`src/rtl/sfrb_pkg.sv`:
```
package sfrb_pkg;

    localparam int BUS_W = 32;

    typedef enum logic [2:0] {
        ST_IDLE,
        ST_WAIT_IN,
        ST_READ,
        ST_LOOKUP,
        ST_WAIT_OUT,
        ST_WRITE,
        ST_COMMIT
    } sfrb_state_e;

    typedef struct packed {
        logic rd_n;
        logic oe_n;
        logic wr_n;
        logic pkt_n;
        logic drive;
    } sfrb_strobes_t;

    localparam sfrb_strobes_t STROBES_IDLE = '{rd_n: 1'b1, oe_n: 1'b1, wr_n: 1'b1, pkt_n: 1'b1, drive: 1'b0};

    // Constant content of register word idx.
    function automatic logic [BUS_W-1:0] reg_word(input int idx, input logic [BUS_W-1:0] seed);
        logic [BUS_W-1:0] step;
        step = BUS_W'(idx) * 32'h0101_0101;
        return seed ^ step;
    endfunction

endpackage

```
`src/rtl/sfrb_flag_norm.sv`:
```
module sfrb_flag_norm #(
    parameter bit ACT_LOW = 1'b0
) (
    input  logic flag_raw,
    output logic ready
);
    generate
        if (ACT_LOW) begin : g_low
            assign ready = ~flag_raw;
        end else begin : g_high
            assign ready = flag_raw;
        end
    endgenerate
endmodule

```
`src/rtl/sfrb_regfile.sv`:
```
module sfrb_regfile
    import sfrb_pkg::*;
#(
    parameter int              DW    = BUS_W,
    parameter int              DEPTH = 16,
    parameter logic [DW-1:0]   SEED  = 32'h1234_0000,
    parameter logic [DW-1:0]   MISS  = 32'hDEAD_BEEF
) (
    input  logic [DW-1:0] addr,
    output logic [DW-1:0] rdata
);
    localparam int IDXW = $clog2(DEPTH);
    localparam int LO   = $clog2(DW / 8);

    logic [DW-1:0] rom [DEPTH];
    logic [DW-1:0] widx;
    logic          hit;

    generate
        for (genvar g = 0; g < DEPTH; g++) begin : g_rom
            assign rom[g] = DW'(reg_word(g, BUS_W'(SEED)));
        end
    endgenerate

    always_comb begin
        widx  = addr >> LO;
        hit   = (widx >> IDXW) == '0;
        rdata = hit ? rom[widx[IDXW-1:0]] : MISS;
    end
endmodule

```
`src/rtl/sfrb_ctrl.sv`:
```
module sfrb_ctrl
    import sfrb_pkg::*;
#(
    parameter int DW     = BUS_W,
    parameter int RD_LAT = 2
) (
    input  logic          clk,
    input  logic          rst,
    input  logic          in_ready,
    input  logic          out_ready,
    input  logic [DW-1:0] dq_in,
    input  logic [DW-1:0] lookup_data,
    output logic [DW-1:0] addr_q,
    output logic [DW-1:0] data_q,
    output sfrb_strobes_t strb
);
    // phase 0: enable only, phase 1: read strobe, last phase: capture
    localparam int PH_LAST = RD_LAT + 1;
    localparam int PHW     = $clog2(PH_LAST + 1);

    sfrb_state_e    state;
    logic [PHW-1:0] ph;

    always_ff @(posedge clk) begin
        if (rst) begin
            state  <= ST_IDLE;
            ph     <= '0;
            addr_q <= '0;
            data_q <= '0;
        end else begin
            case (state)
                ST_IDLE:     state <= ST_WAIT_IN;
                ST_WAIT_IN:  if (in_ready) begin
                                 state <= ST_READ;
                                 ph    <= '0;
                             end
                ST_READ:     if (ph == PHW'(PH_LAST)) begin
                                 addr_q <= dq_in;
                                 ph     <= '0;
                                 state  <= ST_LOOKUP;
                             end else begin
                                 ph <= ph + 1'b1;
                             end
                ST_LOOKUP:   begin
                                 data_q <= lookup_data;
                                 state  <= ST_WAIT_OUT;
                             end
                ST_WAIT_OUT: if (out_ready) state <= ST_WRITE;
                ST_WRITE:    state <= ST_COMMIT;
                ST_COMMIT:   state <= ST_IDLE;
                default:     state <= ST_IDLE;
            endcase
        end
    end

    always_comb begin
        strb = STROBES_IDLE;
        case (state)
            ST_READ:   begin
                           strb.oe_n = 1'b0;
                           strb.rd_n = (ph != PHW'(1));
                       end
            ST_WRITE:  begin
                           strb.wr_n  = 1'b0;
                           strb.drive = 1'b1;
                       end
            ST_COMMIT: strb.pkt_n = 1'b0;
            default:   ;
        endcase
    end
endmodule

```
`src/rtl/sfifo_reg_bridge.sv`:
```
module sfifo_reg_bridge
    import sfrb_pkg::*;
#(
    parameter bit           IN_RDY_LOW  = 1'b1,
    parameter bit           OUT_RDY_LOW = 1'b0,
    parameter int           RD_LAT      = 2,
    parameter int           DEPTH       = 16,
    parameter logic [31:0]  SEED        = 32'h1234_0000,
    parameter logic [31:0]  MISS        = 32'hDEAD_BEEF
) (
    input  logic        clk,
    input  logic        rst,
    input  logic        in_flag,
    input  logic        out_flag,
    input  logic [31:0] dq_in,
    output logic [31:0] dq_out,
    output logic        dq_oe,
    output logic        oe_n,
    output logic        rd_n,
    output logic        wr_n,
    output logic        pkt_end_n
);
    logic          in_ready;
    logic          out_ready;
    logic [31:0]   addr_q;
    logic [31:0]   lookup_data;
    logic [31:0]   data_q;
    sfrb_strobes_t strb;

    sfrb_flag_norm #(.ACT_LOW(IN_RDY_LOW)) u_in_flag (
        .flag_raw (in_flag),
        .ready    (in_ready)
    );

    sfrb_flag_norm #(.ACT_LOW(OUT_RDY_LOW)) u_out_flag (
        .flag_raw (out_flag),
        .ready    (out_ready)
    );

    sfrb_regfile #(
        .DW    (BUS_W),
        .DEPTH (DEPTH),
        .SEED  (SEED),
        .MISS  (MISS)
    ) u_regs (
        .addr  (addr_q),
        .rdata (lookup_data)
    );

    sfrb_ctrl #(
        .DW     (BUS_W),
        .RD_LAT (RD_LAT)
    ) u_ctrl (
        .clk         (clk),
        .rst         (rst),
        .in_ready    (in_ready),
        .out_ready   (out_ready),
        .dq_in       (dq_in),
        .lookup_data (lookup_data),
        .addr_q      (addr_q),
        .data_q      (data_q),
        .strb        (strb)
    );

    assign dq_out    = data_q;
    assign dq_oe     = strb.drive;
    assign oe_n      = strb.oe_n;
    assign rd_n      = strb.rd_n;
    assign wr_n      = strb.wr_n;
    assign pkt_end_n = strb.pkt_n;
endmodule

```
`config.mk`:
```
export PLATFORM = sky130hd
export DESIGN_NAME = sfifo_reg_bridge
export DESIGN_NICKNAME = d
export VERILOG_FILES = /design/src/rtl/sfrb_pkg.sv /design/src/rtl/sfrb_flag_norm.sv /design/src/rtl/sfrb_regfile.sv /design/src/rtl/sfrb_ctrl.sv /design/src/rtl/sfifo_reg_bridge.sv
export SDC_FILE = /design/constraint.sdc
export NUM_CORES = 1
export LEC_CHECK = 0
export BUFFER_PORTS_ARGS = -buffer_cell sky130_fd_sc_hd__buf_2
export CORE_ASPECT_RATIO = 0.5
export CORE_UTILIZATION = 52
export DETAILED_ROUTE_END_ITERATION = 10
export PLACE_DENSITY_LB_ADDON = 0.15
export SYNTH_ARGS = -nofsm -noshare
export SYNTH_HDL_FRONTEND = slang
export SYNTH_SLANG_ARGS = --single-unit
```
`constraint.sdc`:
```
create_clock -name clk -period 2.92 [get_ports clk]
set_input_delay 0.292 -clock clk [delete_from_list [all_inputs] [get_ports clk]]
set_output_delay 0.292 -clock clk [all_outputs]
set_load 0.05 [all_outputs]
```
**Yosys cells after proc, flatten, opt, wreduce, memory -nomap -nowiden**

Memories as Yosys holds them, arrays and structs flattened.
Index checks and enable logic that the tools add are counted.

- Flip-flop bits (word level): 69
- ROM bits: 512
- Word-level logic and storage cells: 39
- Memories kept: 1

Memory list:

| name | words | bits a word | rd ports | clocked after memory_dff | write ports | line | source |
|---|---|---|---|---|---|---|---|
| (no name shown) | 16 | 32 | 1 | 0 | 0 | sfrb_regfile.sv:28 | `rdata = hit ? rom[widx[IDXW-1:0]] : MISS;` |

- Add/sub/neg operators: 1
- Magnitude comparators: 1
- Eq/ne operators: 11
- Muxes and demuxes: 14
- Bitwise logic cells: 1
- Reduce and logical (&&, ||, !) cells: 6

Operator list:

| cell | count |
|---|---|
| 32-bit 2-to-1 mux | 3 |
| 32-bit logical NOT | 1 |
| 3-bit case mux with 6 select lines | 1 |
| 3-bit == test (second input constant) | 3 |
| 3-bit 2-to-1 mux | 3 |
| 3-bit by 2-bit == test with 1-bit output (second input constant) | 2 |
| 2-bit 2-to-1 mux | 3 |
| 5-bit greater-or-equal comparator (second input constant) | 1 |
| 4-bit NOT with 5-bit output | 1 |
| 2-bit by 1-bit != test with 1-bit output (second input constant) | 2 |
| 2-bit != test (second input constant) | 2 |
| 2-bit case mux with 2 select lines | 1 |
| 2-bit AND reduction | 2 |
| 3-bit by 1-bit == test with 1-bit output (second input constant) | 1 |
| 3-bit logical NOT | 1 |
| 1-bit 2-to-1 mux | 3 |
| 3-bit AND reduction | 1 |
| 2-bit by 1-bit adder with 2-bit output (second input constant) | 1 |
| 2-bit == test (second input constant) | 1 |
| 2-bit nonzero test | 1 |

**Depth between registers and ports, before layout**

- Word-level depth: 5
- Gate-level depth with buffers: 5
- Depth with buffers taken out: 4

**Modules after synthesis**

A second synthesis with hierarchy kept.

- Cells, all modules: 363
- Area, all modules: 3135.5 um2

Modules (own cells, without submodules):

| module | instances | cells each | area each (um2) | sequential area each (um2) |
|---|---|---|---|---|
| sfrb_ctrl | 1 | 316 | 2777.7 | 1381.3 |
| sfrb_regfile | 1 | 45 | 346.6 | 0.0 |
| sfrb_flag_norm at u_out_flag | 1 | 1 | 7.5 | 0.0 |
| sfrb_flag_norm at u_in_flag | 1 | 1 | 3.8 | 0.0 |

**Least setup slack after synthesis**

Ideal clock, no wire load.

- Path type: register to output
- Start point: register u_ctrl.state[0]
- End point: output dq_oe
- Data arrival time: 1.337 ns
- Data required time: 2.628 ns
- Slack: 1.291 ns
- Stages on the path, launching flop included: 4
- Path buffers: 0
- Path through: dfxtp_1 > nor2b_1 > nand2_1 > inv_1

- Longest elaborated chain between the ends: 2

Ends and longest elaborated chain:

| item | line | source |
|---|---|---|
| start, declared | sfrb_ctrl.sv:21 | `sfrb_state_e state;` |
| start signal, assigned | sfrb_ctrl.sv:26 | `state <= ST_IDLE;` |
| start signal, assigned | sfrb_ctrl.sv:32 | `ST_IDLE: state <= ST_WAIT_IN;` |
| start signal, assigned | sfrb_ctrl.sv:34 | `state <= ST_READ;` |
| 3-bit == test | sfrb_ctrl.sv:58 | `case (state)` |
| 1-bit 2-to-1 mux | sfrb_ctrl.sv:58 |  |
| end, declared | sfifo_reg_bridge.sv:17 | `output logic dq_oe,` |

No other way between the ends.

**Worst setup path in the final report**

- Start point: register u_ctrl.state[1]
- End point: register u_ctrl.addr_q[15]

- Longest elaborated chain between the ends: 2

Ends and longest elaborated chain:

| item | line | source |
|---|---|---|
| 3-bit by 2-bit == test with 1-bit output | sfrb_ctrl.sv:31 | `case (state)` |
| 2-bit AND reduction (no line) | n/a |  |
| end signal, assigned | sfrb_ctrl.sv:38 | `addr_q <= dq_in;` |
| end, declared | sfrb_ctrl.sv:13 | `output logic [DW-1:0] addr_q,` |

No other way between the ends.
A chain may end at the register's enable or synchronous reset.

==> results.sh <==
export IMPL_status="completed"
export IMPL_core_area_um2=3550
export IMPL_syn_instance_count=239
export IMPL_drive_above_1_share=0.323
export IMPL_synth_distinct_cells=31
export IMPL_htreeDepth=2
export IMPL_post_drt_via_cell_ratio=4.80
export IMPL_maxSlewHeadroom=0.378
export IMPL_io_pins=73
export IMPL_comb_power_share=0.137
export IMPL_dieArea_um2=4110
export IMPL_crit_start="u_ctrl.state[1]$_SDFFE_PP0P_"
export IMPL_syn_area_per_cell_um2=8.36
export IMPL_multi_input_area_um2=838
export IMPL_maxCapViolCount=0
export IMPL_power_clock_fraction=0.324
export IMPL_finalMaxSlewViolations=0
export IMPL_numCtsBuffers=5
export IMPL_totalNegativeSetupSlack_ps=0
export IMPL_globalplace_congestion=0.730
export IMPL_syn_area_um2=2000
export IMPL_antenna_left=0
export IMPL_yosysTopAreaCellShare=0.461
export IMPL_whs_ps=234
export IMPL_fmax_ghz=0.556
export IMPL_cts_root_buf="clkbuf_8"
export IMPL_r2r_start="u_ctrl.state[1]$_SDFFE_PP0P_"
export IMPL_wl_mm=3.64
export IMPL_grt_overflow_total=0
export IMPL_crit_buf_inv=0
export IMPL_cp_common_cell="nand2_1"
export IMPL_reg2reg_slack_ps=1120
export IMPL_grt_pass1_vias=1312
export IMPL_grt_pass1_wl_mm=5.72
export IMPL_synth_seq_cells=46
export IMPL_crit_type="reg -> reg"
export IMPL_area_delta_synth_final_pct=13.9
export IMPL_grt_usage=0.189
export IMPL_cts_tree="yes"
export IMPL_vias=1612
export IMPL_final_cell_mix="nand2_1, buf_2, dfxtp_1"
export IMPL_yosysSeqAreaShare=0.461
export IMPL_start_kind="flip-flop"
export IMPL_min_delay_start="dq_in[7]"
export IMPL_grt_setup_unrepaired="no"
export IMPL_reg2regPathDepth=4
export IMPL_cts_sinks=46
export IMPL_hpwl_mm=2.56
export IMPL_post_cts_buffers=0
export IMPL_numPortBuffers=66
export IMPL_hold_path_depth=3
export IMPL_crit_family="simple AND/OR/NAND/NOR gates"
export IMPL_power_leakage_nw=0.968
export IMPL_path_max_fanout=30
export IMPL_cp_cell_sequence="nor3b_4, nand2_1, nand2_1, a21oi_2"
export IMPL_worst_skew_pair_late_latency_ps=290
export IMPL_internal_power_mw=0.875
export IMPL_p_per_area_nw_per_um2=529
export IMPL_synth_top_area_cell="dfxtp_1"
export IMPL_synthTopCellsByArea="dfxtp_1, nand2_1, buf_4"
export IMPL_finClkSkew_ps=4.59
export IMPL_firstDrtPassIters=4
export IMPL_drtIter0Drc=55
export IMPL_clkTransAtPathRegs_ps=80
export IMPL_vdd_ir_drop_max_v=0.000308
export IMPL_cts_resized=0
export IMPL_critPathCaptureType="flip-flop"
export IMPL_cp_required_ps=3080
export IMPL_slowest_stage="nand2_1"
export IMPL_crit_cells=4
export IMPL_hold_class="in -> reg"
export IMPL_cts_hold_fix_buffers=0
export IMPL_critPathMaxStageDelay_ps=580
export IMPL_antennaDiodeCount=0
export IMPL_yosysWarnings=0
export IMPL_initial_core_util=0.563
export IMPL_swShare=0.273
export IMPL_finalCritPeriodShare=0.615
export IMPL_p_sw_mw=0.329
export IMPL_max_slew_worst_pin_slew_ps=931
export IMPL_grt_max_degree=31
export IMPL_pwr_share_seq=0.539
export IMPL_cp_arrival_ps=1960
export IMPL_post_route_drc_count=0
export IMPL_die_h_um=45.8
export IMPL_final_nets=322
export IMPL_seqCellArea_um2=921
export IMPL_rows=15
export IMPL_period_needed_ps=1800
export IMPL_fillers=334
export IMPL_cts_max_path_buffers=2
export IMPL_antenna_found_initial=0
export IMPL_hold_violations=0
export IMPL_die_width_um=89.6
export IMPL_wl_per_cell_um=10.8
export IMPL_setup_violations=0
-- power by group through the flow --
stage	Sequential [mW]	Clock [mW]	Combinational, mW
floorplan	0.684	0	0.116
global placement	0.663	0	0.164
detailed placement	0.664	0	0.164
CTS	0.649	0.402	0.165
global route	0.652	0.437	0.178
finish	0.649	0.390	0.165
-- flip-flops by register name (all words and copies together) (netlist names) --
signal and cells:
u_ctrl.addr_q 30, u_ctrl.ph 2, u_ctrl.data_q 11, u_ctrl.state 3
-- final cells by class --
class	count	share of cell area
Tap cell	51	0.0281
Timing Repair Buffer	67	0.149
Inverter	6	0.00990
Clock buffer	7	0.0380
Multi-Input combinational cell	158	0.369
Sequential cell	46	0.405
Clock inverter	1	0.00220
-- worst paths after layout --
check / to
worst max-delay path: u_ctrl.addr_q[15]$_SDFFE_PP0P_
worst min-delay path: u_ctrl.addr_q[7]$_SDFFE_PP0P_
worst min register to register: u_ctrl.addr_q[20]$_SDFFE_PP0P_
worst max register to register: u_ctrl.addr_q[15]$_SDFFE_PP0P_
-- cell families (layout without fill, tap and decap cells) --
logic type,after synthesis,count (layout),share of synthesized area
other,1,4,0.00188
AO/OA/AOI/OAI,51,51,0.160
adder cells (fa/ha/maj),2,2,0.0125
buffers and inverters,38,81,0.125
AND/OR/NAND/NOR,101,101,0.239
flip-flops,46,46,0.461
-- worst register-to-register path, cell delays in order, from the launching register on --
cell	delay (ps)
dfxtp_1	430
nor3b_4	290
nand2_1	580
nand2_1	300
a21oi_2	80
-- metal layers --
layer	up-vias	wire, µm	global-route usage
li1	849	-	-
met1	705	1800	0.253
met2	56	1580	0.297
met3	2	236	0.0707
met4	0	17	0.0381
met5	-	0	0
-- through the flow --
stage          setup slack, ps  power [mW]  utilization  area (µm²)  instances
6_report                  1120        1.20        0.641        2270        336
3_3_place_gp              1130       0.827        0.616        2180        328
3_5_place_dp              1130       0.828        0.616        2180        328
5_1_grt                    921        1.27        0.641        2270        336
2_1_floorplan             1290       0.801            -        2010        242
4_1_cts                   1100        1.22        0.641        2270        336
-- synth_stat cells (all sizes together) --
library cell  count
o21ai             8
nand2            66
and3b             1
inv               6
a31o              2
o21a              1
nor4              6
nor3              4
a21oi            35
nor3b             4
a21o              1
nor2             14
a2bb2oi           1
buf              29
nand4             2
dfxtp            46
conb              1
nor2b             1
a22oi             1
and2b             2
and2              1
clkbuf            3
ha                2
o21bai            2
Note: power is estimated with default switching activity, not from simulation.
